**config.mk**
```make
export PLATFORM = sky130hd
export DESIGN_NAME = seg_page_xlat
export DESIGN_NICKNAME = d
export VERILOG_FILES = /design/src/rtl/seg_xlat_pkg.sv /design/src/rtl/xlat_addr_gen.sv /design/src/rtl/xlat_desc_check.sv /design/src/rtl/seg_page_xlat.sv
export SDC_FILE = /design/constraint.sdc
export NUM_CORES = 1
export LEC_CHECK = 0
export BUFFER_PORTS_ARGS = -buffer_cell sky130_fd_sc_hd__clkbuf_2
export CAP_MARGIN = 20
export CORE_ASPECT_RATIO = 0.5
export CORE_MARGIN = 3
export CORE_UTILIZATION = 50
export DETAILED_ROUTE_END_ITERATION = 16
export PLACE_DENSITY = 0.85
export SKIP_CTS_REPAIR_TIMING = 1
export SYNTH_ARGS = -nofsm -noshare
export SYNTH_HDL_FRONTEND = slang
export SYNTH_SLANG_ARGS = --single-unit
```
**constraint.sdc**
```tcl
create_clock -name clk -period 8.5 [get_ports clk]
set_clock_uncertainty 0.05 [all_clocks]
set_input_delay 1.275 -clock clk [delete_from_list [all_inputs] [get_ports clk]]
set_output_delay 1.275 -clock clk [all_outputs]
set_load 0.005 [all_outputs]
```
**src/rtl/seg_xlat_pkg.sv**
```systemverilog
package seg_xlat_pkg;

    typedef enum logic [2:0] {
        FLT_NONE         = 3'd0,
        FLT_SEG_RANGE    = 3'd1,
        FLT_SEG_INVALID  = 3'd2,
        FLT_LIMIT        = 3'd3,
        FLT_PERM         = 3'd4,
        FLT_PAGE_INVALID = 3'd5
    } fault_e;

    typedef enum logic [2:0] {
        ST_IDLE,
        ST_BASE_REQ,
        ST_BASE_WAIT,
        ST_FLAG_REQ,
        ST_FLAG_WAIT,
        ST_PTE_REQ,
        ST_PTE_WAIT,
        ST_FINISH
    } state_e;

    localparam int DESC_VALID_BIT = 31;
    localparam int DESC_EXEC_BIT  = 30;
    localparam int DESC_WRITE_BIT = 29;
    localparam int DESC_READ_BIT  = 28;
    localparam int PTE_VALID_BIT  = 31;

    localparam logic [1:0] ACC_READ  = 2'd0;
    localparam logic [1:0] ACC_WRITE = 2'd1;
    localparam logic [1:0] ACC_EXEC  = 2'd2;

endpackage

```
**src/rtl/xlat_addr_gen.sv**
```systemverilog
module xlat_addr_gen
    import seg_xlat_pkg::*;
#(
    parameter int AW     = 32,
    parameter int SEG_W  = 4,
    parameter int PIDX_W = 16
) (
    input  state_e            st,
    input  logic [AW-1:0]     seg_base,
    input  logic [SEG_W-1:0]  seg,
    input  logic [AW-1:0]     pt_base,
    input  logic [PIDX_W-1:0] pidx,
    output logic [AW-1:0]     mem_addr
);
    localparam int SEG_PAD  = AW - SEG_W - 1;
    localparam int PIDX_PAD = AW - PIDX_W;

    logic [AW-1:0] desc_addr;
    logic [AW-1:0] pidx_ext;

    // each descriptor occupies two words
    assign desc_addr = seg_base + {{SEG_PAD{1'b0}}, seg, 1'b0};
    assign pidx_ext  = {{PIDX_PAD{1'b0}}, pidx};

    always_comb begin
        case (st)
            ST_BASE_REQ: mem_addr = desc_addr;
            ST_FLAG_REQ: mem_addr = desc_addr + AW'(1);
            ST_PTE_REQ:  mem_addr = pt_base + pidx_ext;
            default:     mem_addr = '0;
        endcase
    end
endmodule

```
**src/rtl/xlat_desc_check.sv**
```systemverilog
module xlat_desc_check
    import seg_xlat_pkg::*;
#(
    parameter int DW    = 32,
    parameter int LIM_W = 28
) (
    input  logic [DW-1:0]    flags_word,
    input  logic [LIM_W-1:0] offset,
    input  logic [1:0]       acc,
    output fault_e           desc_fault
);
    logic allowed;

    always_comb begin
        unique case (acc)
            ACC_READ:  allowed = flags_word[DESC_READ_BIT];
            ACC_WRITE: allowed = flags_word[DESC_WRITE_BIT];
            ACC_EXEC:  allowed = flags_word[DESC_EXEC_BIT];
            default:   allowed = 1'b0;
        endcase
    end

    // ordering here fixes the fault priority
    always_comb begin
        if (!flags_word[DESC_VALID_BIT])
            desc_fault = FLT_SEG_INVALID;
        else if (offset >= flags_word[LIM_W-1:0])
            desc_fault = FLT_LIMIT;
        else if (!allowed)
            desc_fault = FLT_PERM;
        else
            desc_fault = FLT_NONE;
    end
endmodule

```
**src/rtl/seg_page_xlat.sv**
```systemverilog
module seg_page_xlat
    import seg_xlat_pkg::*;
#(
    parameter int SEG_W   = 4,
    parameter int PIDX_W  = 16,
    parameter int OFF_W   = 12,
    parameter int FRAME_W = 20,
    parameter int AW      = 32,
    parameter int DW      = 32
) (
    input  logic                         clk,
    input  logic                         rst_n,
    input  logic                         req_valid,
    output logic                         req_ready,
    input  logic [AW-1:0]                seg_base,
    input  logic [SEG_W:0]               seg_len,
    input  logic [SEG_W+PIDX_W+OFF_W-1:0] laddr,
    input  logic [1:0]                   acc_type,
    output logic                         mem_rd_en,
    output logic [AW-1:0]                mem_addr,
    input  logic                         mem_rd_valid,
    input  logic [DW-1:0]                mem_rd_data,
    output logic                         done,
    output logic                         fault,
    output logic [2:0]                   fault_code,
    output logic [FRAME_W+OFF_W-1:0]     phys_addr
);
    localparam int LA_W  = SEG_W + PIDX_W + OFF_W;
    localparam int LIM_W = PIDX_W + OFF_W;
    localparam int PA_W  = FRAME_W + OFF_W;

    state_e            state_q, state_d;
    logic [LA_W-1:0]   lad_q;
    logic [1:0]        acc_q;
    logic [AW-1:0]     sbase_q;
    logic [AW-1:0]     ptbase_q;
    logic [PA_W-1:0]   phys_q;
    fault_e            fault_q;
    fault_e            desc_fault;
    logic              seg_oob;

    assign seg_oob = {1'b0, laddr[LA_W-1 -: SEG_W]} >= seg_len;

    xlat_addr_gen #(.AW(AW), .SEG_W(SEG_W), .PIDX_W(PIDX_W)) u_addr (
        .st       (state_q),
        .seg_base (sbase_q),
        .seg      (lad_q[LA_W-1 -: SEG_W]),
        .pt_base  (ptbase_q),
        .pidx     (lad_q[LIM_W-1 -: PIDX_W]),
        .mem_addr (mem_addr)
    );

    xlat_desc_check #(.DW(DW), .LIM_W(LIM_W)) u_chk (
        .flags_word (mem_rd_data),
        .offset     (lad_q[LIM_W-1:0]),
        .acc        (acc_q),
        .desc_fault (desc_fault)
    );

    // state register
    always_ff @(posedge clk or negedge rst_n) begin
        if (!rst_n) state_q <= ST_IDLE;
        else        state_q <= state_d;
    end

    // next state
    always_comb begin
        state_d = state_q;
        unique case (state_q)
            ST_IDLE:      if (req_valid) state_d = seg_oob ? ST_FINISH : ST_BASE_REQ;
            ST_BASE_REQ:  state_d = ST_BASE_WAIT;
            ST_BASE_WAIT: if (mem_rd_valid) state_d = ST_FLAG_REQ;
            ST_FLAG_REQ:  state_d = ST_FLAG_WAIT;
            ST_FLAG_WAIT: if (mem_rd_valid)
                              state_d = (desc_fault != FLT_NONE) ? ST_FINISH : ST_PTE_REQ;
            ST_PTE_REQ:   state_d = ST_PTE_WAIT;
            ST_PTE_WAIT:  if (mem_rd_valid) state_d = ST_FINISH;
            ST_FINISH:    state_d = ST_IDLE;
        endcase
    end

    // datapath registers
    always_ff @(posedge clk or negedge rst_n) begin
        if (!rst_n) begin
            lad_q    <= '0;
            acc_q    <= '0;
            sbase_q  <= '0;
            ptbase_q <= '0;
            phys_q   <= '0;
            fault_q  <= FLT_NONE;
        end else begin
            unique case (state_q)
                ST_IDLE: if (req_valid) begin
                    lad_q   <= laddr;
                    acc_q   <= acc_type;
                    sbase_q <= seg_base;
                    phys_q  <= '0;
                    fault_q <= seg_oob ? FLT_SEG_RANGE : FLT_NONE;
                end
                ST_BASE_WAIT: if (mem_rd_valid) ptbase_q <= mem_rd_data[AW-1:0];
                ST_FLAG_WAIT: if (mem_rd_valid) fault_q <= desc_fault;
                ST_PTE_WAIT: if (mem_rd_valid) begin
                    if (!mem_rd_data[PTE_VALID_BIT]) fault_q <= FLT_PAGE_INVALID;
                    else phys_q <= {mem_rd_data[FRAME_W-1:0], lad_q[OFF_W-1:0]};
                end
                default: ;
            endcase
        end
    end

    // outputs
    always_comb begin
        req_ready  = (state_q == ST_IDLE);
        done       = (state_q == ST_FINISH);
        mem_rd_en  = (state_q == ST_BASE_REQ) || (state_q == ST_FLAG_REQ) ||
                     (state_q == ST_PTE_REQ);
        fault      = (fault_q != FLT_NONE);
        fault_code = fault_q;
        phys_addr  = phys_q;
    end


    one_read_chk: assert property (@(posedge clk) disable iff (!rst_n)
        mem_rd_en |=> !mem_rd_en);


    seg_range_chk: assert property (@(posedge clk) disable iff (!rst_n)
        (req_valid && req_ready && seg_oob) |=>
            (done && fault_code == FLT_SEG_RANGE && !mem_rd_en));


    done_pulse_chk: assert property (@(posedge clk) disable iff (!rst_n)
        done |=> (!done && req_ready));


    offset_pass_chk: assert property (@(posedge clk) disable iff (!rst_n)
        (done && !fault) |-> (phys_addr[OFF_W-1:0] == lad_q[OFF_W-1:0]));


    fault_zero_addr_chk: assert property (@(posedge clk) disable iff (!rst_n)
        (done && fault) |-> (phys_addr == '0));
endmodule

```
### Word level (Yosys, flattened, before mapping)

Index checks and enable logic that the tools add are counted.

| storage, ports and cells | value |
|---|---|
| register bits after elaboration | 136 |
| output and inout port bits | 71 |

| operators by class | value |
|---|---|
| $add $sub $neg | 3 |
| $lt $le $gt $ge | 2 |
| equal/unequal tests | 15 |
| muxes and demuxes | 22 |
| reductions and logical operators | 13 |

Operators by type and width:

| kind | count |
|---|---|
| 32-bit two-way mux | 3 |
| 32-bit case mux with 3 select lines | 1 |
| 32-bit case mux with 2 select lines | 1 |
| 3-bit two-way mux | 12 |
| 32-bit by 1-bit adder with 32-bit output (second input constant) | 1 |
| 32-bit by 16-bit adder with 32-bit output | 1 |
| 32-bit by 5-bit adder with 32-bit output | 1 |
| 28-bit greater-or-equal comparator | 1 |
| 3-bit case mux with 8 select lines | 1 |
| 3-bit == test (second input constant) | 4 |
| 2-bit != test (second input constant) | 6 |
| 3-bit case mux with 3 select lines | 1 |
| 3-bit nonzero test | 3 |
| 4-bit AND reduction | 2 |
| 3-bit by 2-bit == test with 1-bit output (second input constant) | 2 |
| 4-bit by 5-bit greater-or-equal comparator with 1-bit output | 1 |
| 5-bit AND reduction | 1 |
| 2-bit AND reduction | 2 |
| 3-bit by 1-bit == test with 1-bit output (second input constant) | 1 |
| 3-bit logical NOT | 1 |
| 1-bit case mux with 3 select lines | 1 |
| 2-bit by 1-bit == test with 1-bit output (second input constant) | 1 |
| 2-bit == test (second input constant) | 1 |
| 2-bit logical NOT | 1 |
| other kinds (4) | 5 |

### Longest topological paths before layout

Gate-level depths: netlist of the first run.

| logic depth | value |
|---|---|
| depth after elaboration | 9 |
| mapped depth | 11 |
| depth with buffers taken out | 10 |

### By module

From an unflattened synthesis of the first run, not the netlist that was laid out.

| unflattened totals | value |
|---|---|
| cells, all modules | 881 |
| area total of the unflattened synthesis | 9,246.4 um^2 |

By module, submodules not included:

| module | instances | cells an instance | area each (um^2) |
|---|---|---|---|
| seg_page_xlat | 1 | 335 | 5,403.9 |
| xlat_addr_gen | 1 | 442 | 3,070.4 |
| xlat_desc_check | 1 | 104 | 772.0 |

### Worst setup path before layout of the first run

Ideal clock, no wire load.

| timing path | value |
|---|---|
| kind | register to output |
| start | register lad_q[28] |
| end | output port mem_addr[31] |
| arrival time | 3,123 ps |
| required time | 7,175 ps |
| setup slack | 4,052 ps |
| cell stages (with the launch flop) | 11 |
| buffers on the path | 0 |
| cells stage by stage | dfrtp_1 ha_1 fa_1 a211oi_1 o21ai_0 nor4_1 o2111ai_1 nor4_2 nand3_4 o31a_1 o31ai_1 |

| on the way | value |
|---|---|
| word-level cells in the longest chain between the ends | 3 |

RTL lines:

| element | line | source |
|---|---|---|
| from (decl) | seg_page_xlat.sv:33 | `logic [LA_W-1:0] lad_q;` |
| from (signal assigned) | seg_page_xlat.sv:94 | `lad_q <= laddr;` |
| 32-bit by 5-bit adder with 32-bit output * | xlat_addr_gen.sv:22 | `assign desc_addr = seg_base + {{SEG_PAD{1'b0}}, seg, 1'b0};` |
| 32-bit by 1-bit adder with 32-bit output | xlat_addr_gen.sv:28 | `ST_FLAG_REQ: mem_addr = desc_addr + AW'(1);` |
| 32-bit case mux with 3 select lines * | xlat_addr_gen.sv:26 | `case (st)` |
| to (decl) | seg_page_xlat.sv:20 | `output logic [AW-1:0] mem_addr,` |

Mark *: on every way between the ends. The rest lies on a longest branch, timed or not.

### Final worst setup path of the first run

| timing path | value |
|---|---|
| start | register lad_q[28] |
| end | output port mem_addr[30] |

Same word-level chain as after synthesis.

==> impl_metrics.ini, run 1 <==
[placement]
place_area_um2 = 10240
dp_cells = 1348
dp_hpwl_um = 19040
io_buffers = 177
post-place-ws_ns = 3.388
place.gp.congestion = 0.9167

[yosys]
synthFlopType = dfrtp_1
synthTopCellsByCount = 136 x dfrtp_1, 114 x nand2_1, 91 x mux2_2, 68 x o21ai_0, 53 x ha_1
synth_top_area_share_pct = 37.18
ys_types = 69
synth_edf_count = 0
synthArstFlopShare_pct = 100.0
ys_seq_area_share_pct = 37.18
synth_top_cell_by_area = dfrtp_1
synth_area_um2 = 9154
synth.most_common_cell = dfrtp_1
synthTopCellsByArea = dfrtp_1 37%, mux2_2 11%, ha_1 7.2%
ys_warn_count = 0
ys_ff_latch = 136
syn_nets = 1136
syn_inst = 974
synth.avg_cell_area_um2 = 9.398

[detailed_routing]
wl_per_cell_um = 18.50
dr.pass1.iters = 5
vias = 8195
postRouteAntennaNets = 0
drtIter0Drc = 691
drcViolationCount = 0
vias_per_cell = 5.934
wirelength_um = 25550

[sta]
grt_setup_unrepaired = false
post-route-min-period_ns = 5.623
worst_slew_pin_slew_ns = 0.9835
period_share_pct = 66.16
fmax_mhz = 177.8
fin_ws_ns = 2.877
max_slew_margin_pct = 34.30
slew_viol_final = 0
setup_violations = 0
finalHoldViolations = 0
final.setup.tns_ns = 0

[floorplanning]
io_pins = 178
start_util_pct = 51.85
die_h_um = 101.7
die_width_um = 197.4
placementRows = 34
die_area_um2 = 20070
coreArea_um2 = 17650

[setup_path]
critical_path_buf_inv_count = 1
worstPathRequired_ns = 7.17
cp.depth = 11
max_stage_delay_ns = 0.50
crit_type = reg -> out
crit_fanout = 8
endpoint_kind = output port
crit_chain = ha_1 > fa_1 > a211oi_1 > o21ai_0 > nor4_1 > nand2_1 > nor3_2 > nand3_1 > o31a_1 > o31ai_1 > clkbuf_2
timing.critical_path.max_delay_family = simple AND/OR/NAND/NOR gates
worst_r2r_path_depth = 8
slowest_stage = nor3_2
arrival_ns = 4.30
cp-start-kind = flip-flop

[global_route]
grt_max_degree = 85
gr-usage-all-layers_pct = 26.11
grt_pass1_vias = 8251
antenna_found_initial = 0
grt_remaining_overflow = 0
grt_pass1_wl_um = 42080

[cells_and_area]
area_growth_pct = 18.26
fillers = 1455
fin_area_um2 = 10830
seq_area_um2 = 3403
multi_input_area_um2 = 5441
nets = 1296
final_cells = 1381
post-route-util_pct = 61.32
antennaDiodeCount = 0
drive_above_1_share_pct = 28.95

[clock_tree]
clockBufferDepth = 2
clock_sinks = 136
insertion_delay_ns = 0.43
htreeDepth = 4
cts.clk_slew.worst_paths_ns = 0.06
cts_inserted_buffers = 17
cts_tree = built
cts_root_buffer = clkbuf_16

[run_status]
status = finished, final reports clean

[hold_path]
worstHoldPathType = reg -> reg
holdPathStages = 2

[power]
power_density_nw_per_um2 = 392.4
vdd_drop_max_uv = 189.9
leakagePower_nw = 4.934

[job]
drv_cap = 0
tightest hold or removal path, delay by kind of cell (launching register included):
kind | cells | cell delay, ns
flip-flops | 1 | 0.34
AND/OR/NAND/NOR | 1 | 0.04
AO/OA/AOI/OAI | 1 | 0.06
state kept, by name (all words and copies together) (netlist names):
| name | count |
|---|---|
| acc_q | 2 |
| fault_code | 3 |
| lad_q | 32 |
| phys_addr | 32 |
| ptbase_q | 32 |
| sbase_q | 32 |
| state_q | 3 |
cell type report:
| cell class | instances | share of cell area [%] |
|---|---|---|
| Sequential cell | 136 | 31.44 |
| Inverter | 45 | 1.560 |
| Clock buffer | 19 | 4.092 |
| Multi-Input combinational cell | 750 | 50.27 |
| Timing Repair Buffer | 184 | 8.703 |
| Tap cell | 234 | 2.705 |
| Clock inverter | 13 | 1.237 |
layout by cell type (no fill, tap or decap), drive strengths merged, types with 4 or more instances in the layout:
master and instances:
and4 9, nor3 17, a21o 22, nor4 15, a211oi 5, inv 51
a211o 4, o31a 5, dfrtp 136, o21ai 69, nand2b 5, buf 8
and2 12, o32ai 4, a31oi 6, mux2i 7, o22ai 22, o21a 7
or3 7, and3 16, mux2 91, nand2 115, a21oi 37, clkbuf 195
nor2b 6, xor2 23, nand4 25, xnor2 42, nor2 39, ha 53
nor3b 5, o211ai 4, o31ai 8, or2 5, o2111ai 4, nand3 29
cells by family (layout without fill, tap and decap cells):
| kind of cell | count (synthesis) | after routing | share of synthesized area, % |
|---|---|---|---|
| AND/OR/NAND/NOR | 316 | 316 | 18.14 |
| AO/OA/AOI/OAI | 216 | 216 | 15.19 |
| XOR/XNOR | 65 | 65 | 6.219 |
| adder cells (fa/ha/maj) | 55 | 55 | 7.682 |
| multiplexers | 98 | 98 | 11.96 |
| flip-flops | 136 | 136 | 37.18 |
| buffers and inverters | 88 | 261 | 3.636 |
layer usage:
metal | part of all wire [%] | vias up | global-route usage, %
met5 | 0 | - | 0
met4 | 2.8 | 0 | 8.753
met3 | 6.2 | 64 | 5.484
met2 | 45 | 328 | 41.58
met1 | 46 | 3942 | 35.98
li1 | - | 3861 | -
worst paths after layout:
path                                           start                   endpoint  slack (ns)
max                            lad_q[28]$_DFFE_PN0P_               mem_addr[30]        2.88
min                        phys_addr[26]$_DFFE_PN0P_  phys_addr[26]$_DFFE_PN0P_        0.43
max reg2reg                   state_q[1]$_DFFE_PN0P_  phys_addr[22]$_DFFE_PN0P_        5.49
min reg2reg                phys_addr[26]$_DFFE_PN0P_  phys_addr[26]$_DFFE_PN0P_        0.43
max in group asynchronous                      rst_n       lad_q[8]$_DFFE_PN0P_        6.36
min in group asynchronous                      rst_n    sbase_q[29]$_DFFE_PN0P_        0.83
through the flow:
step / total power (W) / hold WS, ns
after global placement: 0.003337 / 0.4133
after detailed placement: 0.003431 / 0.4238
after global routing: 0.004552 / 0.4679
after floorplan: 0.002757 / 0.4233
final: 0.004248 / 0.4332
after CTS: 0.004201 / 0.4384
where the power goes:
part / switching, W / internal, W / total [W]
clock: 0.000320 / 0.000418 / 0.000739
sequential: 0.000355 / 0.000952 / 0.00131
combinational: 0.00124 / 0.000960 / 0.00220
total: 0.00192 / 0.00233 / 0.00425
No activity file was read; power rests on OpenSTA's default activity.
==> run 2, diff against run 1 <==
==> constraint.sdc (replaced) <==
create_clock -name clk -period 5.8 [get_ports clk]
set_clock_uncertainty 0.05 [all_clocks]
set_input_delay 0.87 -clock clk [delete_from_list [all_inputs] [get_ports clk]]
set_output_delay 0.87 -clock clk [all_outputs]
set_load 0.005 [all_outputs]
==> run 2 against run 1 <==
Utilization up 0.16 points. Final cell count about the same. Critical path depth unchanged. Clock-buffer cell count shrank 2. Routed wire length hardly changed. Worst hold slack worse by 0.0078 ns. Cell area rose by 0.27%. Total power grew 48%. Combinational power rose by 48%. Via count increased by 0.38%. Global-route usage hardly changed. Register-to-register slack got worse by 2.7 ns. Critical path type unchanged. Highest routed layer unchanged.
==> impl_metrics.ini, run 2 (same netlist as run 1, synthesis figures left out) <==
[sta]
slew_viol_final = 0
fmax_mhz = 189.1
max_slew_margin_pct = 36.41
finalHoldViolations = 0
grt_setup_unrepaired = false
post-route-min-period_ns = 5.288
period_share_pct = 91.17
final.setup.tns_ns = 0
setup_violations = 0
worst_slew_pin_slew_ns = 0.9519

[floorplanning]
die_area_um2 = 20070
placementRows = 34
die_width_um = 197.4
io_pins = 178
die_h_um = 101.7
start_util_pct = 51.85
coreArea_um2 = 17650

[hold_path]
worstHoldPathType = reg -> reg
min_to = phys_addr[3]$_DFFE_PN0P_
holdPathStages = 2
hp-start = phys_addr[3]$_DFFE_PN0P_

[setup_path]
slowest_stage = nor3_2
max_stage_delay_ns = 0.49
timing.critical_path.max_delay_family = simple AND/OR/NAND/NOR gates
arrival_ns = 4.37
timing.rr.start = state_q[1]$_DFFE_PN0P_
worstPathRequired_ns = 4.88
crit_chain = ha_1 > fa_1 > a211oi_1 > o21ai_0 > nor4_1 > nand2_1 > nor3_2 > nand3_1 > o31a_1 > o31ai_1 > clkbuf_2
cp-start-kind = flip-flop
r2r_setup_slack_ns = 2.83
critical_path_buf_inv_count = 1
worst_r2r_path_depth = 8
r2r_end = phys_addr[26]$_DFFE_PN0P_
endpoint_kind = output port
crit_fanout = 8
crit_type = reg -> out

[clock_tree]
clockBufferDepth = 2
htreeDepth = 4
cts.clk_slew.worst_paths_ns = 0.06
cts_root_buffer = clkbuf_16
insertion_delay_ns = 0.42
clock_sinks = 136
cts_tree = built
cts_inserted_buffers = 17

[power]
leakagePower_nw = 4.948
vdd_drop_max_uv = 318.0
power_density_nw_per_um2 = 577.4

[global_route]
grt_max_degree = 85
met2_usage_pct = 42.19
grt_remaining_overflow = 0
met3_usage_pct = 4.520
met1_usage_pct = 36.06
top_usage_layer = met2
grt_pass1_wl_um = 42100
grt_pass1_vias = 8286
antenna_found_initial = 0
gr-usage-all-layers_pct = 26.10

[cells_and_area]
area_growth_pct = 18.58
layout_common_cells = 176 x clkbuf_2, 136 x dfrtp_1, 114 x nand2_1
drive_above_1_share_pct = 28.97
nets = 1297
antennaDiodeCount = 0
fin_area_um2 = 10850
final_common_cell = clkbuf_2

[placement]
dp_hpwl_um = 19000
io_buffers = 177
place.gp.congestion = 0.9172
place_area_um2 = 10250

[detailed_routing]
vias_per_cell = 5.961
dr.pass1.iters = 5
vias = 8226
postRouteAntennaNets = 0
wl_per_cell_um = 18.51
drtIter0Drc = 809
wirelength_um = 25540
drcViolationCount = 0

[job]
drv_cap = 0

[run_status]
status = finished, final reports clean
-- run 2: cell types whose count changed in the layout (fill, tap and decap cells not counted), sizes merged --
cell    delta
bufinv     +2
buf        +1
inv        -4
clkbuf     -2
clkinv     +2
-- run 2: final cells by class --
type / count / area [µm²]
fill: 1472 / 6800
clock buffer: 17 / 425.4
sequential: 136 / 3403
clock inverter: 13 / 172.7
multi-input combinational: 750 / 5441
timing repair buffer: 185 / 949.7
inverter: 45 / 168.9
tap: 234 / 292.8
-- run 2: worst min-delay path: cells and delay by family (launching register included) --
family,cells,cell delay (ns)
DFF,1,0.34
and+or+nand+nor,1,0.05
AOI/OAI and AO/OA,1,0.06
-- run 2: per-stage QoR --
stage | std cells | power [W] | util (%) | hold WS [ns] | setup WS, ns
5_1_grt | 1380 | 0.006714 | 61.48 | 0.4696 | 0.3078
6_report | 1380 | 0.006268 | 61.48 | 0.4254 | 0.5121
3_5_place_dp | 1349 | 0.005035 | 58.07 | 0.4197 | 1.079
3_3_place_gp | 1349 | 0.004894 | 58.07 | 0.4130 | 1.281
4_1_cts | 1379 | 0.006211 | 61.45 | 0.4337 | 0.5519
2_1_floorplan | 974 | 0.004040 | - | 0.4233 | 1.757
-- run 2: where the power goes --
group          internal [W]  leakage (nW)  switching [W]
clock              0.000677         0.284       0.000442
combinational       0.00141          2.98        0.00184
sequential          0.00140          1.68       0.000500
-- run 2: worst max path at each step --
stage | from | end | slack, ns | cells past startpoint
after floorplan | lad_q[28]$_DFFE_PN0P_ | mem_addr[31] | 1.76 | 10
after global placement | lad_q[28]$_DFFE_PN0P_ | mem_addr[31] | 1.28 | 11
after detailed placement | lad_q[28]$_DFFE_PN0P_ | mem_addr[30] | 1.08 | 11
after CTS | lad_q[28]$_DFFE_PN0P_ | mem_addr[30] | 0.55 | 11
after global routing | lad_q[28]$_DFFE_PN0P_ | mem_addr[28] | 0.31 | 11
final | lad_q[28]$_DFFE_PN0P_ | mem_addr[30] | 0.51 | 11
-- run 2: routing by layer --
metal	wire length, µm	vias up
met1	11670	3974
li1	-	3869
met5	0	-
met4	572	0
met2	11680	332
met3	1624	51
